$ cat src/rtl/tmr_vote_pkg.sv
package tmr_vote_pkg;

  typedef enum logic [1:0] {
    MODE_TRIPLE   = 2'd0,
    MODE_FOLLOW_R = 2'd1,
    MODE_FOLLOW_S = 2'd2,
    MODE_HOLD     = 2'd3
  } vote_mode_e;

  localparam logic [1:0] DSG_NONE = 2'b00;
  localparam logic [1:0] DSG_R    = 2'b01;
  localparam logic [1:0] DSG_S    = 2'b10;

  function automatic logic maj3(input logic a, input logic b, input logic c);
    return (a & b) | (a & c) | (b & c);
  endfunction

  function automatic logic not_unanimous(input logic a, input logic b, input logic c);
    return (a ^ b) | (b ^ c);
  endfunction

  function automatic logic [1:0] dsg_of_mode(input vote_mode_e m);
    case (m)
      MODE_TRIPLE, MODE_FOLLOW_R: return DSG_R;
      MODE_FOLLOW_S:              return DSG_S;
      default:                    return DSG_NONE;
    endcase
  endfunction

endpackage

$ cat src/rtl/tmr_mode_sel.sv
module tmr_mode_sel
  import tmr_vote_pkg::*;
(
  input  logic       r_ok,
  input  logic       s_ok,
  input  logic       t_ok,
  output vote_mode_e mode,
  output logic [1:0] dsg_code
);

  always_comb begin
    if (r_ok && s_ok && t_ok) mode = MODE_TRIPLE;
    else if (r_ok)            mode = MODE_FOLLOW_R;
    else if (s_ok)            mode = MODE_FOLLOW_S;
    else                      mode = MODE_HOLD;
  end

  assign dsg_code = dsg_of_mode(mode);

endmodule

$ cat src/rtl/tmr_bit_voter.sv
module tmr_bit_voter
  import tmr_vote_pkg::*;
#(
  parameter int NBITS = 8
) (
  input  logic [NBITS-1:0] a_bits,
  input  logic [NBITS-1:0] b_bits,
  input  logic [NBITS-1:0] c_bits,
  output logic [NBITS-1:0] maj_bits,
  output logic [NBITS-1:0] split_bits
);

  for (genvar i = 0; i < NBITS; i++) begin : g_bit
    assign maj_bits[i]   = maj3(a_bits[i], b_bits[i], c_bits[i]);
    assign split_bits[i] = not_unanimous(a_bits[i], b_bits[i], c_bits[i]);
  end

endmodule

$ cat src/rtl/tmr_sat_counter.sv
module tmr_sat_counter #(
  parameter int CNT_W = 16
) (
  input  logic             clk,
  input  logic             rst_n,
  input  logic             bump,
  output logic [CNT_W-1:0] count
);

  localparam logic [CNT_W-1:0] TOP = {CNT_W{1'b1}};

  logic at_top;
  assign at_top = (count == TOP);

  always_ff @(posedge clk) begin
    if (!rst_n)               count <= '0;
    else if (bump && !at_top) count <= count + 1'b1;
  end

  // one step per counted frame
  assert_count_step_R8: assert property (@(posedge clk) disable iff (!rst_n)
    (bump && !at_top) |=> (count == $past(count) + 1'b1));

  // sticky, only bumps change it
  assert_count_sticky_R8: assert property (@(posedge clk) disable iff (!rst_n)
    (!bump || at_top) |=> $stable(count));

endmodule

$ cat src/rtl/tmr_vote_unit.sv
module tmr_vote_unit
  import tmr_vote_pkg::*;
#(
  parameter int NBITS = 8,
  parameter int CNT_W = 16
) (
  input  logic             clk,
  input  logic             rst_n,
  input  logic             vote_stb,
  input  logic [NBITS-1:0] r_bits,
  input  logic [NBITS-1:0] s_bits,
  input  logic [NBITS-1:0] t_bits,
  input  logic             r_ok,
  input  logic             s_ok,
  input  logic             t_ok,
  output logic [NBITS-1:0] voted,
  output logic [NBITS-1:0] bit_disagree,
  output logic [1:0]       desig,
  output logic             fault,
  output logic [CNT_W-1:0] mismatch_count
);

  vote_mode_e       mode;
  logic [1:0]       dsg_code;
  logic [NBITS-1:0] maj_bits;
  logic [NBITS-1:0] split_bits;

  // named internal events
  logic frame_split;
  logic count_bump;
  logic evt_hold;

  tmr_mode_sel u_mode (
    .r_ok     (r_ok),
    .s_ok     (s_ok),
    .t_ok     (t_ok),
    .mode     (mode),
    .dsg_code (dsg_code)
  );

  tmr_bit_voter #(.NBITS(NBITS)) u_vote (
    .a_bits     (r_bits),
    .b_bits     (s_bits),
    .c_bits     (t_bits),
    .maj_bits   (maj_bits),
    .split_bits (split_bits)
  );

  assign frame_split = |split_bits;
  assign count_bump  = vote_stb && (mode == MODE_TRIPLE) && frame_split;
  assign evt_hold    = vote_stb && (mode == MODE_HOLD);

  always_ff @(posedge clk) begin
    if (!rst_n) begin
      voted        <= '0;
      bit_disagree <= '0;
      desig        <= DSG_NONE;
      fault        <= 1'b0;
    end else if (vote_stb) begin
      desig <= dsg_code;
      fault <= (mode == MODE_HOLD);
      case (mode)
        MODE_TRIPLE: begin
          voted        <= maj_bits;
          bit_disagree <= split_bits;
        end
        MODE_FOLLOW_R: begin
          voted        <= r_bits;
          bit_disagree <= '0;
        end
        MODE_FOLLOW_S: begin
          voted        <= s_bits;
          bit_disagree <= '0;
        end
        default: begin
          bit_disagree <= '0;
        end
      endcase
    end
  end

  tmr_sat_counter #(.CNT_W(CNT_W)) u_cnt (
    .clk   (clk),
    .rst_n (rst_n),
    .bump  (count_bump),
    .count (mismatch_count)
  );

  // T never designated
  assert_no_t_desig_R4: assert property (@(posedge clk) disable iff (!rst_n)
    desig != 2'b11);

  // S takes over when R is lost
  assert_follow_s_R3: assert property (@(posedge clk) disable iff (!rst_n)
    (vote_stb && !r_ok && s_ok) |=> (voted == $past(s_bits) && desig == DSG_S));

  // R drives directly on partial loss
  assert_follow_r_R5: assert property (@(posedge clk) disable iff (!rst_n)
    (vote_stb && r_ok && !(s_ok && t_ok)) |=> (voted == $past(r_bits) && desig == DSG_R));

  // hold and flag fault
  assert_hold_R6: assert property (@(posedge clk) disable iff (!rst_n)
    evt_hold |=> ($stable(voted) && fault && desig == DSG_NONE));

  // nothing moves without a strobe
  assert_quiet_R9: assert property (@(posedge clk) disable iff (!rst_n)
    !vote_stb |=> ($stable(voted) && $stable(desig) && $stable(fault) && $stable(bit_disagree)));

  // disagreement only reported in full voting
  assert_split_mode_R7: assert property (@(posedge clk) disable iff (!rst_n)
    (vote_stb && !(r_ok && s_ok && t_ok)) |=> (bit_disagree == '0));

endmodule

$ cat config.mk
export PLATFORM = sky130hd
export DESIGN_NAME = tmr_vote_unit
export DESIGN_NICKNAME = d
export VERILOG_FILES = /design/src/rtl/tmr_vote_pkg.sv /design/src/rtl/tmr_mode_sel.sv /design/src/rtl/tmr_bit_voter.sv /design/src/rtl/tmr_sat_counter.sv /design/src/rtl/tmr_vote_unit.sv
export SDC_FILE = /design/constraint.sdc
export NUM_CORES = 1
export LEC_CHECK = 0
export ABC_AREA = 0
export BUFFER_PORTS_ARGS = -buffer_cell sky130_fd_sc_hd__buf_2
export CAP_MARGIN = 20
export CELL_PAD_IN_SITES_DETAIL_PLACEMENT = 0
export CELL_PAD_IN_SITES_GLOBAL_PLACEMENT = 1
export CORE_ASPECT_RATIO = 0.6
export CORE_MARGIN = 8
export CORE_UTILIZATION = 33
export DETAILED_ROUTE_END_ITERATION = 6
export GPL_ROUTABILITY_DRIVEN = 1
export PLACE_DENSITY_LB_ADDON = 0.08
export SLEW_MARGIN = 20
export SYNTH_ARGS = -nofsm -noshare
export SYNTH_HDL_FRONTEND = slang
export SYNTH_SLANG_ARGS = --single-unit
$ cat constraint.sdc
create_clock -name clk -period 1.8 [get_ports clk]
set_input_delay 0.36 -clock clk [delete_from_list [all_inputs] [get_ports clk]]
set_output_delay 0.36 -clock clk [all_outputs]
set_load 0.01 [all_outputs]
After elaboration in Yosys (flattened, before gate mapping)
Index checks and enable logic that the tools add are counted.

operators by class
  add/sub/neg operators = 1
  equal/unequal tests = 4
  mux-type cells = 6
  bitwise logic cells = 64
  reductions and logical operators = 11

operators by type and width
  cell                   number
  $and 1x1->1            24
  $or 1x1->1             24
  $pmux 8 s3             1
  $add 16x1->16 const B  1
  $eq 16x16->1 const B   1
  $xor 1x1->1            16
  $mux 8                 1
  $reduce_or 8->1        1
  $logic_and 1x1->1      5
  $eq 2x2->1 const B     2
  $mux 2                 2
  $pmux 2 s2             1
  $reduce_bool 3->1      1
  $eq 2x1->1 const B     1
  $logic_not 2->1        1
  $reduce_and 2->1       1
  $reduce_or 2->1        1
  $logic_not 1->1        1
  $mux 1                 1

word-level totals
  bits in registers = 35
  bits of input ports = 30

Longest topological paths before layout
  depth in word-level cells = 7
  gate-level depth with buffers = 7
  depth with buffers taken out = 5

Modules after synthesis
From an unflattened synthesis, not the netlist that was laid out.

second synthesis, totals
  cells, all modules = 232
  area, all modules = 2082.0 um^2

modules (own cells, without submodules)
  module           times used  cells each  area each (um^2)  sequential area each (um^2)
  tmr_vote_unit    1           101         937.1             380.4
  tmr_sat_counter  1           95          799.5             320.3
  tmr_bit_voter    1           32          320.3             0.0
  tmr_mode_sel     1           4           25.0              0.0

Worst setup path before layout
OpenSTA, ideal clock, no wires.

  path kind = input-to-reg
  from = in r_bits[0]
  to = reg u_cnt.count[0]
  arrival time = 1.851 ns
  data required time = 1.730 ns
  path slack = -0.122 ns
  stages = 7
  cell sequence = ha_1 nor4_1 a41o_1 clkbuf_1 buf_2 o21ai_0 a21oi_1

on the way
  word-level cells in the longest chain between the ends = 5

ends and longest elaborated chain
  item                  RTL line               source
  from (decl)           tmr_vote_unit.sv:10    input logic [NBITS-1:0] r_bits,
  $xor 1x1->1           tmr_vote_pkg.sv:19     return (a ^ b) | (b ^ c);
  $or 1x1->1            tmr_vote_pkg.sv:19
  $reduce_or 8->1       tmr_vote_unit.sv:49    assign frame_split = |split_bits;
  $logic_and 1x1->1     tmr_vote_unit.sv:50    assign count_bump = vote_stb && (mode == MODE_TRIPLE) && frame_split;
  $logic_and 1x1->1     tmr_sat_counter.sv:17  else if (bump && !at_top) count <= count + 1'b1;
  to (signal assigned)  tmr_sat_counter.sv:17
  to (decl)             tmr_sat_counter.sv:7   output logic [CNT_W-1:0] count

No other way between the ends.
A chain may end at the register's enable or synchronous reset.

Final worst setup path
  from = in s_bits[4]
  to = reg u_cnt.count[14]

on the way
  word-level cells in the longest chain between the ends = 5
  elaborated cells between the ends (all ways) = 6

ends and longest elaborated chain
  item                 RTL line               source
  from (decl)          tmr_vote_unit.sv:11    input logic [NBITS-1:0] s_bits,
  $xor 1x1->1          tmr_vote_pkg.sv:19
  $or 1x1->1 *         tmr_vote_pkg.sv:19
  $reduce_or 8->1 *    tmr_vote_unit.sv:49
  $logic_and 1x1->1 *  tmr_vote_unit.sv:50
  $logic_and 1x1->1 *  tmr_sat_counter.sv:17

Every way passes the cells marked *; elsewhere a longest branch is shown, timed or not.

==> flow_summary.ini <==
[floorplanning]
start_util_pct = 33.7
num_rows = 22
die-width_um = 117
ioPinCount = 65
dieArea_mm2 = 0.00900
core_area_mm2 = 0.00603
chipHeight_um = 76.7

[route]
avgViaCountPerCell = 5.14
detail_route.drc_violations = 0
1st_pass_router_iterations = 4
post_drt_wl_per_cell_um = 15.4
postRouteWirelength_mm = 6.48
routed-via-count = 2160
postRouteAntennaNets = 0
dr.first_iter.drc_count = 103

[logic_synthesis]
synth-seq-cells = 35
post_synth_xor_area_fraction_pct = 0
post_synth_fa_ha_maj_area_fraction_pct = 10.5
post_synth_main_area_contributors = sky130_fd_sc_hd__dfxtp_1 (35%), sky130_fd_sc_hd__ha_1 (10%), sky130_fd_sc_hd__a21oi_1 (6.7%)
dominantRegCellSynth = sky130_fd_sc_hd__dfxtp_1
synth-compound-area-share_pct = 26.1
syn_nets = 281
synth_top_family_by_area = compound AO/OA/AOI/OAI gates
syn_inst = 234
post_synthesis_share_of_cell_area_spent_on_and_or_nand_and_nor_gates_pct = 23.4
ys_types = 35
post_synth_instance_area_mm2 = 0.00203
syn-mean-instance-area_um2 = 8.67
synth_top_area_cell = sky130_fd_sc_hd__dfxtp_1
yosysSeqAreaShare_pct = 34.5
synth_warnings = 0
async_reset_ff_share_pct = 0
yosys-mux-area-fraction_pct = 1.48
synth_top_area_share_pct = 34.5
synth_enable_flop_cells = 0

[flow_run]
timing.max_cap.violations = 0

[critical_path]
critical_path.startpoint_type = input port
critPathArrivalTime_ps = 1960
timing.critical_path.fanout_max = 31
worst_path_max_delay_cell = sky130_fd_sc_hd__or4_1
required_ps = 1990
path_cells = buf_2, ha_1, nor4_2, a41o_1, buf_12, or4_1, and3_1
timing.critical_path.slowest_cell_delay_ps = 500
critical_path.endpoint_type = flop
timing.setup.critical_path_class = in -> reg

[pwr]
post-layout-total-power_uw = 1880
max-vdd-ir-drop_v = 0.000392
leakage_uw = 0.00130
power_density_mw_per_mm2 = 648

[clocking]
clock_latency_ps = 290
clock_path_buffers = 2
worst_setup_hold_path_clk_slew_ps = 90
clock_sinks = 35
root_buffer_master = sky130_fd_sc_hd__clkbuf_8
cts_tree = done
tritoncts.num_buffers = 5
htree_levels = 2
cts_setup_buffers = 0

[timing]
fin_worst_skew_ps = 12.4
final-setup-viol-count = 0
worst_hold_slack_ps = 400
max_slew.worst_pin.slew_ps = 381
period_minus_slack_ps = 1770
timing.final.max_slew_violations = 0
max_clock_freq_mhz = 566
finalHoldViolCount = 0
fin_crit_sh_pct = 98.2
relSlewSlack_pct = 74.6
grt_setup_unrepaired = yes

[grt]
grt_antenna_before_repair = 0
pin_count_of_the_biggest_net_entering_global_routing = 32
grt_util_all_layers_pct = 14.5
first_global_vias = 2000
grt_pass1_wl_mm = 10.3
grt-ovfl-total = 0

[finish]
area.growth.synth_to_final_pct = 42.8
antennaDiodeCount = 0
layout_cell_share_with_drive_strength_beyond_1_pct = 37.5
fin_nets = 382
layout_common_cells = sky130_fd_sc_hd__buf_2 (64), sky130_fd_sc_hd__buf_4 (44), sky130_fd_sc_hd__dfxtp_1 (34)
finish.utilization_pct = 48.1
layout_commonest_cell = sky130_fd_sc_hd__buf_2

[worst_hold_path]
min_path_type = in -> reg

[status]
status = finished, final reports clean

[placed_design]
io_buffers = 64
hpwl_mm = 5.13
gpl.final_weighted_congestion = 0.864
-- metal layers --
layer,share of wire (%),up-vias,wire length (um),global-route usage (%)
met1,55,987,3570,22.8
met3,7.3,2,471,3.91
met2,37,59,2420,18.5
li1,-,1112,-,-
met5,0,-,0,0
met4,0.39,0,25,2.67
-- layout make-up --
class / instances / area, um2
fill: 614 / 3130
multi-input combinational: 181 / 1300
sequential: 35 / 702
timing repair buffer: 109 / 671
tap: 84 / 105
clock buffer: 5 / 68.8
clock inverter: 3 / 43.8
inverter: 3 / 11.3
-- cells in the mapped netlist (2+ instances only) --
cell	instances
sky130_fd_sc_hd__dfxtp_1	35
sky130_fd_sc_hd__a21oi_1	27
sky130_fd_sc_hd__ha_1	17
sky130_fd_sc_hd__or4_1	12
sky130_fd_sc_hd__nand2b_1	11
sky130_fd_sc_hd__nor2_1	11
sky130_fd_sc_hd__o21ai_0	11
sky130_fd_sc_hd__o31ai_1	11
sky130_fd_sc_hd__clkbuf_1	10
sky130_fd_sc_hd__nand3_1	9
sky130_fd_sc_hd__nor3_1	9
sky130_fd_sc_hd__a21o_1	8
sky130_fd_sc_hd__a221oi_1	8
sky130_fd_sc_hd__o21bai_1	8
sky130_fd_sc_hd__nand2_1	6
sky130_fd_sc_hd__nand4_1	6
sky130_fd_sc_hd__nor4_1	6
sky130_fd_sc_hd__and3_1	4
sky130_fd_sc_hd__buf_2	4
sky130_fd_sc_hd__inv_1	3
sky130_fd_sc_hd__mux2i_1	3
sky130_fd_sc_hd__o21a_1	2
-- worst max-delay path: cells and delay by family --
family	cells	cell delay, ps
and+or+nand+nor	3	750
adders and majority gates	1	320
buffers and inverters	2	280
AOI/OAI and AO/OA	1	240
-- timing repair --
action	4_1_cts	5_1_grt
setup endpoints to repair	0	5
resized for setup	0	8
hold buffers	0	0
-- final timing paths --
check | start | to | cells after the start | slack [ps]
worst max register to register | u_cnt.count[0] | u_cnt.count[14] | 5 | 120
worst min-delay path | r_bits[4] | voted[4] | 3 | 400
worst max-delay path | s_bits[4] | u_cnt.count[14] | 7 | 30
worst min register to register | bit_disagree[1] | bit_disagree[1] | 2 | 470
-- logic make-up after synthesis --
| group | Yosys count |
|---|---|
| AND/OR/NAND/NOR | 80 |
| flip-flops | 35 |
| multiplexers | 3 |
| buffers and inverters | 18 |
| adder cells (fa/ha/maj) | 17 |
| AO/OA/AOI/OAI | 81 |
-- through the flow --
step,cell area [um2],TNS (ps),std cells,worst slack [ps]
final,2900,0,420,32.6
after global routing,2900,-15.3,420,-15.1
after CTS,2850,0,420,16.5
after detailed placement,2740,-3310,412,-300
after global placement,2740,-3270,412,-294
after floorplan,2030,0,234,25.2
-- power by group --
part	internal [uW]	switching [uW]	leakage, uW
clock	413	309	0.0000581
combinational	175	176	0.000953
sequential	797	10.1	0.000285
-- state kept, by name (all words and copies together), names as in the netlist --
name          flops
bit_disagree      8
fault             1
u_cnt.count      16
voted             8
desig             2
Power figures use the tool's default switching activity.
